## src/rtl/mbx_pkg.sv

```systemverilog
package mbx_pkg;

  localparam int unsigned NUM_FIELDS = 4;

  typedef enum logic [1:0] {
    FLD_ENTRY = 2'd0,
    FLD_GO    = 2'd1,
    FLD_READY = 2'd2,
    FLD_POLL  = 2'd3
  } fld_e;

  localparam logic [31:0] GO_MAGIC = 32'hABBAAB00;

endpackage

```

## src/rtl/mbx_fields.sv

```systemverilog
module mbx_fields
  import mbx_pkg::*;
#(
  parameter int unsigned DATA_W = 32,
  parameter int unsigned ADDR_W = 7
) (
  input  logic              clk,
  input  logic              rst,
  input  logic [ADDR_W-1:0] bus_addr,
  input  logic [DATA_W-1:0] bus_wdata,
  input  logic              bus_we,
  input  logic              clr_go,
  output logic [DATA_W-1:0] bus_rdata,
  output logic              wake_evt,
  output logic [DATA_W-1:0] entry_val,
  output logic [DATA_W-1:0] go_val
);

  localparam int unsigned WORD_W = ADDR_W - 2;
  localparam logic [WORD_W-1:0] LAST_IDX = WORD_W'(NUM_FIELDS - 1);

  logic [DATA_W-1:0] fld_q [NUM_FIELDS];
  logic [DATA_W-1:0] rdata_q;
  logic              wake_q;
  logic [WORD_W-1:0] word_idx;
  logic              in_fields;
  logic [1:0]        fld_sel;
  logic              go_wr;

  assign word_idx  = bus_addr[ADDR_W-1:2];
  assign in_fields = (word_idx <= LAST_IDX);
  assign fld_sel   = word_idx[1:0];
  assign go_wr     = bus_we && in_fields && (fld_sel == FLD_GO);

  always_ff @(posedge clk) begin
    if (rst) begin
      for (int k = 0; k < NUM_FIELDS; k++) fld_q[k] <= '0;
      rdata_q <= '0;
      wake_q  <= 1'b0;
    end else begin
      if (bus_we && in_fields) fld_q[fld_sel] <= bus_wdata;
      // a secondary-core reset wins over a same-cycle bus write to the go word
      if (clr_go) fld_q[FLD_GO] <= '0;
      rdata_q <= in_fields ? fld_q[fld_sel] : '0;
      wake_q  <= go_wr;
    end
  end

  assign bus_rdata = rdata_q;
  assign wake_evt  = wake_q;
  assign entry_val = fld_q[FLD_ENTRY];
  assign go_val    = fld_q[FLD_GO];

endmodule

```

## src/rtl/mbx_core_gate.sv

```systemverilog
module mbx_core_gate
  import mbx_pkg::*;
#(
  parameter int unsigned DATA_W  = 32,
  parameter logic [7:0]  CORE_ID = 8'd1
) (
  input  logic              clk,
  input  logic              rst,
  input  logic              wake,
  input  logic [DATA_W-1:0] go_val,
  input  logic [DATA_W-1:0] entry_val,
  output logic              release_o,
  output logic [DATA_W-1:0] start_o
);

  localparam logic [DATA_W-1:0] EXPECT_GO = DATA_W'(GO_MAGIC) | DATA_W'(CORE_ID);

  logic              rel_q;
  logic [DATA_W-1:0] start_q;
  logic              match;

  assign match = (go_val == EXPECT_GO);

  always_ff @(posedge clk) begin
    if (rst) begin
      rel_q   <= 1'b0;
      start_q <= '0;
    end else if (rel_q) begin
      rel_q <= match;
    end else if (wake && match) begin
      rel_q   <= 1'b1;
      start_q <= entry_val;
    end
  end

  assign release_o = rel_q;
  assign start_o   = start_q;

endmodule

```

## src/rtl/boot_mailbox.sv

```systemverilog
module boot_mailbox
  import mbx_pkg::*;
#(
  parameter int unsigned NUM_CORES = 3,
  parameter int unsigned FIRST_ID  = 1,
  parameter int unsigned ADDR_W    = 7,
  parameter int unsigned DATA_W    = 32
) (
  input  logic                        clk,
  input  logic                        rst,
  input  logic [ADDR_W-1:0]           bus_addr,
  input  logic [DATA_W-1:0]           bus_wdata,
  input  logic                        bus_we,
  output logic [DATA_W-1:0]           bus_rdata,
  input  logic [NUM_CORES-1:0]        core_reset,
  output logic                        wake_evt,
  output logic [NUM_CORES-1:0]        core_release,
  output logic [NUM_CORES*DATA_W-1:0] core_entry
);

  logic [DATA_W-1:0] entry_val;
  logic [DATA_W-1:0] go_val;
  logic              clr_go;

  assign clr_go = |core_reset;

  mbx_fields #(
    .DATA_W (DATA_W),
    .ADDR_W (ADDR_W)
  ) fields_i (
    .clk       (clk),
    .rst       (rst),
    .bus_addr  (bus_addr),
    .bus_wdata (bus_wdata),
    .bus_we    (bus_we),
    .clr_go    (clr_go),
    .bus_rdata (bus_rdata),
    .wake_evt  (wake_evt),
    .entry_val (entry_val),
    .go_val    (go_val)
  );

  for (genvar g = 0; g < NUM_CORES; g++) begin : g_core
    localparam int unsigned ID_FULL = FIRST_ID + g;
    mbx_core_gate #(
      .DATA_W  (DATA_W),
      .CORE_ID (8'(ID_FULL))
    ) gate_i (
      .clk       (clk),
      .rst       (rst),
      .wake      (wake_evt),
      .go_val    (go_val),
      .entry_val (entry_val),
      .release_o (core_release[g]),
      .start_o   (core_entry[g*DATA_W +: DATA_W])
    );
  end

endmodule

```

## config.mk

```make
export PLATFORM = sky130hd
export DESIGN_NAME = boot_mailbox
export DESIGN_NICKNAME = d
export VERILOG_FILES = /design/src/rtl/mbx_pkg.sv /design/src/rtl/mbx_fields.sv /design/src/rtl/mbx_core_gate.sv /design/src/rtl/boot_mailbox.sv
export SDC_FILE = /design/constraint.sdc
export NUM_CORES = 1
export LEC_CHECK = 0
export BUFFER_PORTS_ARGS = -buffer_cell sky130_fd_sc_hd__buf_4
export CAP_MARGIN = 10
export CORE_ASPECT_RATIO = 0.6
export CORE_MARGIN = 3
export CORE_UTILIZATION = 46
export DETAILED_ROUTE_END_ITERATION = 8
export PLACE_DENSITY = 0.77
export SLEW_MARGIN = 20
export SYNTH_ARGS = -nofsm -noshare
export SYNTH_HDL_FRONTEND = slang
export SYNTH_HIERARCHICAL = 1
export SYNTH_SLANG_ARGS = --single-unit
```

## constraint.sdc

```tcl
create_clock -name clk -period 2 [get_ports clk]
set_clock_uncertainty 0.05 [all_clocks]
set_input_delay 0.3 -clock clk [delete_from_list [all_inputs] [get_ports clk]]
set_output_delay 0.3 -clock clk [all_outputs]
set_load 0.05 [all_outputs]
```

==> flow_summary.ini <==
[timing]
setup_violations = 36
hold_violations = 0
hold_ws_ns = 0.001639
rsz0062_at_grt = yes
worst_pin_slew_ns = 0.6204
drv_slew = 0
max_freq_mhz = 485.5
finalCriticalPeriod_ns = 2.060
slew_headroom = 0.5864
final.setup.worst_slack_ns = -0.05957
fin_crit_sh = 1.030

[detailed_routing]
drtPass1Iterations = 6
routed_wl_mm = 29.69
ant_nets = 0
routedWlPerCell_um = 20.25
drt_iter0_drc = 651
drc = 0
routed-via-count = 7797
vias_per_cell = 5.319

[clock_network]
cts.reportedPaths.clkPinSlew_ns = 0.07
cts_tree = built
cts.sinks = 260
cts_root_buf = clkbuf_16
cts_buffer_depth = 3
cts_made_buffers = 24
cts_max_level = 1
worstSkewPairLatency_ns = 0.53

[logic_synthesis]
async_flop_share = 0
synth_xor_area_frac = 0
synth_warnings = 6
synthSimpleGateAreaFrac = 0.2589
syn_nets = 970
synthAdderAreaFrac = 0
synth_top_family_by_area = simple AND/OR/NAND/NOR gates
synth_top_flop_cell = dfxtp_1
ys_seq_elements = 260
synthMuxAreaShare = 0.1493
synth-edff-count = 96
synth_cells = 925
ys_seq_area_frac = 0.5475
synth_compound_area_frac = 0.01500
ys_types = 31
syn_area_um2 = 11260
syn_avg_cell_area_um2 = 12.18

[worst_setup_path]
end_kind = register
worst-setup-path-type = register to register
regToRegStartpoint = fields_i/fld_q[1][14]
crit_path_start_kind = register
worstPathArrival_ns = 2.46
required_ns = 2.40
critPathLaunch = fields_i/fld_q[1][14]
crit_fanout = 8

[layout]
stdcell_area_um2 = 14410
area_growth_pct = 27.94
stdcell_count = 1466
final_nets = 1178
multi_input_area_um2 = 4910
antenna_cells = 0
final_layout_size_suffix_gt1_frac = 0.2928
seqCellArea_um2 = 6207
fillers = 1850

[global_route]
grt_max_degree = 197
antenna_found_initial = 0
grt_util_all_layers = 0.2150
grt.overflow.total = 0
grt_pass1_vias = 7505
grt_pass1_wl_mm = 44.80

[die]
core-area_um2 = 23570
die_w_um = 208
die-area_um2 = 26460
rows = 43
die_h_um = 127.2
io_pins = 177
initial_core_util = 0.4779

[pwr]
power_leakage_nw = 5.282
power_density_nw_per_um2 = 739.8
ir_drop_mv = 0.5222

[placed_design]
post-place-cells = 1379
placed_area_um2 = 13040
place_hpwl_mm = 19.44
gp_congestion = 0.8003
io_buffers = 174

[flow_run]
drv_cap = 0

[min_path]
min_from = bus_wdata[8]
hold_path_class = input pin to register

[outcome]
status = finished, violations left
violations = setup timing
flip-flops by register name (all words and copies together), names as in the netlist:
name / count
g_core.gate_i/release_o: 3
g_core.gate_i/start_o: 96
fields_i/fld_q: 128
fields_i/bus_rdata: 32
fields_i/wake_evt: 1
critical path, cell delays in order (launching register included):
cell	delay [ns]
dfxtp_2	0.37
nor4bb_4	0.30
nand4_1	0.28
nor4b_4	0.44
buf_4	0.22
buf_12	0.14
mux2i_1	0.19
synthesized netlist by cell type, types with 5 or more instances:
cell / instances / share of area
nor2b_1: 33 / 0.018
nand4_1: 35 / 0.019
o21ai_0: 32 / 0.014
buf_2: 6 / 0.0027
mux2i_1: 96 / 0.085
edfxtp_1: 96 / 0.26
dfxtp_1: 164 / 0.29
buf_6: 9 / 0.0090
and2_1: 96 / 0.053
mux4_2: 32 / 0.064
clkbuf_1: 44 / 0.015
nor4bb_1: 8 / 0.0071
nor2_1: 5 / 0.0017
clkbuf_2: 6 / 0.0027
nand2b_1: 194 / 0.11
nand2_1: 32 / 0.011
nor4b_4: 7 / 0.015
and4b_1: 7 / 0.0062
routing by layer:
metal	up-vias	global-route usage	share of wire	wire length (µm)
met5	-	0	0	0
met4	0	0.03921	0.014	413
met3	28	0.03706	0.070	2086
met2	313	0.3074	0.43	12620
met1	3803	0.3442	0.49	14570
li1	3653	-	-	-
final timing paths:
check	slack [ns]	depth (start not counted)	end
max	-0.06	6	g_core[2].gate_i/start_o[9]
min	0.002	3	fields_i/fld_q[1][8]
max reg2reg	-0.06	6	g_core[2].gate_i/start_o[9]
min reg2reg	0.42	2	g_core[1].gate_i/start_o[1]
placed cells by master (no fill, tap or decap), types with 5 or more instances in the layout:
master and count:
edfxtp_1 96, nor2b_1 32, clkbuf_1 7, dfxtp_2 12, mux2i_1 96, clkinv_1 5
mux4_2 32, nor4bb_4 5, o21ai_0 32, buf_12 13, nand2_1 32, clkbuf_16 27
dfxtp_4 7, dfxtp_1 145, and2_1 96, nand2b_1 194, nand4_1 35, nor4b_4 9
and4b_1 7, buf_4 202, dlygate4sd3_1 25
final cells by class:
class                           instances  area share
Clock buffer                           34     0.04637
Clock inverter                         10    0.003821
Multi-Input combinational cell        599      0.3407
Sequential cell                       260      0.4308
Tap cell                              315     0.02735
Timing Repair Buffer                  248      0.1509
through the flow:
step / setup TNS (ns) / power, W / setup slack (ns) / utilization
2_1_floorplan: 0 / 0.006152 / 0.02939 / -
3_3_place_gp: -0.1909 / 0.006435 / -0.01278 / 0.5535
3_5_place_dp: -1.287 / 0.006452 / -0.04473 / 0.5535
4_1_cts: 0 / 0.01075 / 0.001136 / 0.5989
5_1_grt: -3.858 / 0.01098 / -0.1029 / 0.6114
6_report: -0.8739 / 0.01066 / -0.05957 / 0.6114
repair_timing:
action,in CTS,in global routing
setup endpoints to repair,41,83
pin swaps,3,7
setup buffers,2,10
gates cloned,2,4
hold buffers,25,0
endpoints found under the hold margin,25,0
gates resized for setup,9,41
power by group:
group | total (W) | internal, W | switching, W
Combinational | 0.000677 | 0.000349 | 0.000327
Sequential | 0.00569 | 0.00559 | 0.000102
Clock | 0.00429 | 0.00233 | 0.00196
kinds of logic (layout without fill, tap and decap cells):
family,after synthesis,in the layout
buf+inv,66,292
compound gates,33,33
flops,260,260
mux,128,128
simple gates,438,438
Note: power is estimated with default switching activity, not from simulation.
